--- config.mk ---
export PLATFORM = sky130hd
export DESIGN_NAME = silence_flag_det
export DESIGN_NICKNAME = d
export VERILOG_FILES = /design/src/rtl/silflag_pkg.sv /design/src/rtl/sf_idle_match.sv /design/src/rtl/sf_run_cnt.sv /design/src/rtl/silence_flag_det.sv
export SDC_FILE = /design/constraint.sdc
export NUM_CORES = 1
export LEC_CHECK = 0
export ABC_AREA = 1
export BUFFER_PORTS_ARGS = -buffer_cell sky130_fd_sc_hd__buf_4
export CAP_MARGIN = 15
export CELL_PAD_IN_SITES_DETAIL_PLACEMENT = 2
export CELL_PAD_IN_SITES_GLOBAL_PLACEMENT = 2
export CORE_MARGIN = 3
export CORE_UTILIZATION = 34
export DETAILED_ROUTE_END_ITERATION = 12
export HOLD_SLACK_MARGIN = 0.03
export PLACE_DENSITY = 0.9
export SLEW_MARGIN = 25
export SYNTH_ARGS = -nofsm -noshare
export SYNTH_HDL_FRONTEND = slang
export SYNTH_SLANG_ARGS = --single-unit
export TNS_END_PERCENT = 30
--- constraint.sdc ---
create_clock -name clk -period 5.35 [get_ports clk]
set_input_delay 0.8025 -clock clk [delete_from_list [all_inputs] [get_ports clk]]
set_output_delay 0.8025 -clock clk [all_outputs]
set_load 0.05 [all_outputs]
--- src/rtl/silflag_pkg.sv ---
package silflag_pkg;

  typedef enum logic [1:0] {
    SF_WORD   = 2'd0,
    SF_OVS8   = 2'd1,
    SF_BIT1X  = 2'd2,
    SF_BIT2X  = 2'd3
  } sf_mode_e;

  function automatic logic sf_is_word(sf_mode_e m);
    return (m == SF_WORD) || (m == SF_OVS8);
  endfunction

endpackage

--- src/rtl/sf_idle_match.sv ---
module sf_idle_match #(
  parameter int          PAT_W = 8,
  parameter logic [7:0]  PAT   = 8'h69
) (
  input  logic clk,
  input  logic rst_n,
  input  logic clr,
  input  logic bit_vld,
  input  logic bit_in,
  output logic idle
);

  localparam int FW = $clog2(PAT_W);
  localparam logic [FW-1:0] FILL_MAX = FW'(PAT_W - 1);
  localparam logic [2*PAT_W-1:0] DBL = {PAT[PAT_W-1:0], PAT[PAT_W-1:0]};

  logic [PAT_W-2:0] win_q, win_d;
  logic [FW-1:0]    fill_q, fill_d;
  logic [PAT_W-1:0] cand;
  logic [PAT_W-1:0] rot_hit;

  assign cand = {win_q, bit_in};

  for (genvar k = 0; k < PAT_W; k++) begin : g_rot
    localparam logic [PAT_W-1:0] ROT = DBL[2*PAT_W-1-k -: PAT_W];
    assign rot_hit[k] = (cand == ROT);
  end

  assign idle = (fill_q == FILL_MAX) && (|rot_hit);

  always_comb begin
    win_d  = win_q;
    fill_d = fill_q;
    if (clr) begin
      win_d  = '0;
      fill_d = '0;
    end else if (bit_vld) begin
      win_d = cand[PAT_W-2:0];
      if (fill_q != FILL_MAX) fill_d = fill_q + 1'b1;
    end
  end

  always_ff @(posedge clk or negedge rst_n) begin
    if (!rst_n) begin
      win_q  <= '0;
      fill_q <= '0;
    end else begin
      win_q  <= win_d;
      fill_q <= fill_d;
    end
  end

endmodule

--- src/rtl/sf_run_cnt.sv ---
module sf_run_cnt #(
  parameter int CW = 16
) (
  input  logic          clk,
  input  logic          rst_n,
  input  logic          clr,
  input  logic          step,
  input  logic          hit,
  input  logic [CW-1:0] limit,
  output logic          flag
);

  logic [CW-1:0] cnt_q, cnt_d;
  logic          flag_d;

  always_comb begin
    cnt_d = cnt_q;
    if (clr) begin
      cnt_d = '0;
    end else if (step) begin
      if (!hit)                cnt_d = '0;
      else if (cnt_q != limit) cnt_d = cnt_q + 1'b1;
    end
    flag_d = (cnt_d == limit);
  end

  always_ff @(posedge clk or negedge rst_n) begin
    if (!rst_n) begin
      cnt_q <= '0;
      flag  <= 1'b0;
    end else begin
      cnt_q <= cnt_d;
      flag  <= flag_d;
    end
  end

endmodule

--- src/rtl/silence_flag_det.sv ---
module silence_flag_det
  import silflag_pkg::*;
#(
  parameter int         SMP_W    = 24,
  parameter int         PCM_RUN  = 1024,
  parameter int         EF_RUN   = 8192,
  parameter int         DSD_RUN  = 62092,
  parameter logic [7:0] IDLE_PAT = 8'h69
) (
  input  logic             clk,
  input  logic             rst_n,
  input  logic [1:0]       mode,
  input  logic             flag_pol,
  input  logic             smp_valid,
  input  logic [SMP_W-1:0] smp_left,
  input  logic [SMP_W-1:0] smp_right,
  input  logic             dsd_valid,
  input  logic             dsd_left,
  input  logic             dsd_right,
  output logic             zero_l,
  output logic             zero_r
);

  localparam int RUN_A   = (PCM_RUN > EF_RUN) ? PCM_RUN : EF_RUN;
  localparam int MAX_RUN = (RUN_A > 2*DSD_RUN) ? RUN_A : 2*DSD_RUN;
  localparam int CW      = $clog2(MAX_RUN + 1);

  sf_mode_e      cur_mode, mode_q;
  logic          mode_chg;
  logic          word_mode;
  logic [CW-1:0] limit;

  logic [SMP_W-1:0] word_v [2];
  logic [1:0]       bit_v;
  logic [1:0]       idle_v;
  logic [1:0]       step_v;
  logic [1:0]       hit_v;
  logic [1:0]       flag_v;

  assign cur_mode  = sf_mode_e'(mode);
  assign mode_chg  = (cur_mode != mode_q);
  assign word_mode = sf_is_word(cur_mode);

  assign word_v[0] = smp_left;
  assign word_v[1] = smp_right;
  assign bit_v     = {dsd_right, dsd_left};

  always_comb begin
    unique case (cur_mode)
      SF_WORD:  limit = CW'(PCM_RUN);
      SF_OVS8:  limit = CW'(EF_RUN);
      SF_BIT1X: limit = CW'(DSD_RUN);
      default:  limit = CW'(2 * DSD_RUN);
    endcase
  end

  always_ff @(posedge clk or negedge rst_n) begin
    if (!rst_n) mode_q <= SF_WORD;
    else        mode_q <= cur_mode;
  end

  for (genvar ch = 0; ch < 2; ch++) begin : g_ch
    sf_idle_match #(
      .PAT_W (8),
      .PAT   (IDLE_PAT)
    ) u_match (
      .clk     (clk),
      .rst_n   (rst_n),
      .clr     (mode_chg),
      .bit_vld (dsd_valid & ~word_mode),
      .bit_in  (bit_v[ch]),
      .idle    (idle_v[ch])
    );

    assign step_v[ch] = word_mode ? smp_valid : dsd_valid;
    assign hit_v[ch]  = word_mode ? (word_v[ch] == '0) : idle_v[ch];

    sf_run_cnt #(
      .CW (CW)
    ) u_cnt (
      .clk   (clk),
      .rst_n (rst_n),
      .clr   (mode_chg),
      .step  (step_v[ch]),
      .hit   (hit_v[ch]),
      .limit (limit),
      .flag  (flag_v[ch])
    );
  end

  assign zero_l = flag_v[0] ^ flag_pol;
  assign zero_r = flag_v[1] ^ flag_pol;

endmodule

==> impl_results.md <==
* Worst Path Required at 5.62 ns
* Placed inst area at 5162 sq um
* Root buffer cell: clkbuf_16
* Routed length per instance at 21.87 microns
* Power after layout at 1.417 mW
* Multi-input gate area in the final layout at 2618 sq um
* Post-synth ARST share at 1.000
* Nets at 853
* EDFF count, synth at 0
* IO Pins at 59
* Avg Synthesized Cell Area at 6.320 sq um
* Clk_skew at 0.01177 ns
* Setup crit end kind: flip-flop
* Number of DRC markers in iteration 0 at 336
* Post-CTS Hold Fix Bufs at 0
* Vias per cell at 5.452
* Largest stage delay, worst path at 0.73 ns
* Setup TNS at 0 ns
* Combinational share of power at 0.190
* Global-route wire length before repair at 33430 microns
* Setup Viol. Count Final at 0
* Cell area after synthesis at 4601 sq um
* Final setup margin at 1.904 ns
* Netlist cell types at 35
* CP Class: primary input to flip-flop
* Pre-CTS WS at 1.683 ns
* Flop pwr share at 0.343
* Leak at 2.901 nW
* Clock Power Share at 0.468
* Max rail drop VDD at 0.1439 mV
* Most instantiated cells after synthesis: nand2_1 (233), inv_1 (101), nor2_1 (85)
* Final Instance Count excl. Fillers at 961
* CTS clk-pin slew, worst paths at 0.06 ns
* Tot GR Track Use at 0.2934
* Final core occ at 0.4248
* Most common cell in the synthesized netlist: nand2_1
* TritonCTS clock tree: built
* Flops & latches, synth at 58
* Detailed Place HPWL at 14610 microns
* Switching portion of total power at 0.3163
* PortBufs at 58
* Crit Path Max Fanout at 15
* Mapped Cells at 728
* DRT Pass-1 Iters at 5
* Hold slack at 0.5071 ns
* Core Region at 12930 sq um
* DR DRC count at 0
* # fillers at 1583
* Reported net switching power at 448.1 uW
* Post-CTS resize count at 0
* Outcome: complete, no violations
* Internal power at 968.7 uW
* WL final at 21020 microns
* Inserted Diodes at 0
* Syn-to-layout area delta at 19.36%
* Max-cap check violation count at 0
* Syn. warnings at 0
* Fmax at 290.2 MHz
* Die Span Y at 122.3 microns
* Cell Rows at 41
* Area contributors post-synth: dfrtp_1 (32%), nand2_1 (19%), nand3_1 (8.3%)
* Clock latency on the worst-skew pair at 0.35 ns
* Worst min path class: flip-flop to flip-flop
* Number of global-route vias before repair at 5930
* Final Slew Violations at 0
* Initial Util at 0.3559
* Initial antenna violation count at 0
* CP startpoint kind: primary input
* Proportion of layout cells with a drive suffix above 1 at 0.1432
* Remaining Overflow, GRT at 0
* Antenna violation net count after detailed routing at 0
* Slowest stage cell, crit path: ha_1
* Fin. Hold Viols at 0
* Seq/Total Area, Yosys at 0.3155
* Post-Layout Inst Area at 5492 sq um
* RSZ-0062 raised after global routing: false
* Placed cells at 945
* Pin count of the biggest net entering global routing at 59
* CTS sink cnt at 58
* Clock tree buffer depth at 2
* Register area at 1451 sq um
* Die ar. at 14960 sq um
* Tmin final at 3.446 ns
* Most frequent cell on the critical path: nand2_1
* Final period util at 0.6441
* CTS Buf Count at 9
* Cell Pwr Density at 258.0 nW/um^2
* Top_reg_cell synth: dfrtp_1
* Routed via count at 5239
* Mapped Nets at 797
* Htree depth at 3
* Setup Fix Bufs, Post-CTS at 0
* Worst endpoint data arrival time at 3.71 ns
* Post-synth top area cell: dfrtp_1
* Placer Congestion at 0.9664
* Die X at 122.3 microns
* Max_slew headroom at 0.4133
* Crit-path cells: buf_4 -> inv_1 -> ha_1 -> inv_4 -> nand2_4 -> nand2_1 -> nand2_1 -> nand2_1 -> nor2_2 -> nand3_2 -> nand2_1 -> nand2_1 -> o21ai_0 -> inv_1 -> nand2_1 -> nand3_1 -> nor2_1 -> nand3_1 -> nor2_1
* Share of the synthesized area in the top cell type at 0.3155
* Worst-margin pin slew at 0.8800 ns
==> registers in the layout, indices dropped and copies added (netlist names) <==
signal / flops
g_ch.u_match.win_q: 14
g_ch.u_match.fill_q: 6
mode_q: 2
g_ch.u_cnt.flag: 2
g_ch.u_cnt.cnt_q: 34
==> power by group through the flow <==
| stage | logic, mW | registers [mW] | clock network (mW) |
|---|---|---|---|
| after global placement | 0.240 | 0.488 | 0 |
| after global routing | 0.296 | 0.489 | 0.681 |
| final | 0.269 | 0.485 | 0.663 |
| after detailed placement | 0.261 | 0.492 | 0 |
| after CTS | 0.269 | 0.485 | 0.667 |
| after floorplan | 0.158 | 0.483 | 0 |
==> cell usage in the layout, fill, tap and decap left out, types with 2 or more instances in the layout <==
cell	instances
dfrtp_1	58
clkbuf_16	9
clkinv_1	2
or2_2	2
a21oi_1	20
inv_1	101
xor2_1	13
nand2_2	5
nor3_1	13
nor2_1	85
clkinv_4	2
nand2_1	233
ha_1	12
nand3_2	3
nand2_4	4
o21ai_1	2
inv_2	8
buf_4	59
nand4_1	18
xnor2_1	8
and2_1	2
nor2_2	8
nor2_4	3
inv_4	3
bufinv_16	2
nand3_1	76
o21ai_0	28
==> path summary, 6_finish.rpt <==
| path | to | start | depth (start not counted) | slack (ns) |
|---|---|---|---|---|
| worst max register to register | g_ch[0].u_cnt.flag | mode_q[1] | 11 | 2.39 |
| worst max-delay path | g_ch[0].u_cnt.flag | mode[0] | 19 | 1.90 |
| worst min-delay path | g_ch[0].u_match.fill_q[0] | g_ch[0].u_match.fill_q[0] | 1 | 0.51 |
| worst min register to register | g_ch[0].u_match.fill_q[0] | g_ch[0].u_match.fill_q[0] | 1 | 0.51 |
| min in group asynchronous | g_ch[1].u_cnt.cnt_q[10] | rst_n | 1 | 0.56 |
| max in group asynchronous | g_ch[1].u_match.win_q[4] | rst_n | 1 | 4.22 |
==> cells by family after synthesis <==
group,Yosys count,share of synthesized area
AOI/OAI and AO/OA,53,0.05929
xor gates and xnor gates,21,0.03998
adders and majority gates,12,0.03263
buffers and inverters,128,0.1156
DFF,58,0.3155
and+or+nand+nor,456,0.4370
==> worst max-delay path: cells and delay by family <==
family	cells	cell delay [ns]
AND/OR/NAND/NOR	13	1.60
adder cells (fa/ha/maj)	1	0.73
buffers and inverters	4	0.45
AO/OA/AOI/OAI	1	0.11
==> cell type report <==
class | count | share of cell area
Clock buffer | 10 | 0.04352
Clock inverter | 6 | 0.01640
Inverter | 114 | 0.07929
Multi-Input combinational cell | 542 | 0.4766
Sequential cell | 58 | 0.2643
Tap cell | 172 | 0.03919
Timing Repair Buffer | 59 | 0.08066
==> layer usage <==
metal / part of all wire / track usage / wire [microns] / vias to the layer above
met5: 0 / 0 / 0 / -
met4: 0.030 / 0.1036 / 633 / 0
met3: 0.054 / 0.06037 / 1139 / 56
met2: 0.50 / 0.5122 / 10500 / 162
met1: 0.42 / 0.3582 / 8740 / 2643
li1: - / - / - / 2378
No activity file was read; power rests on OpenSTA's default activity.
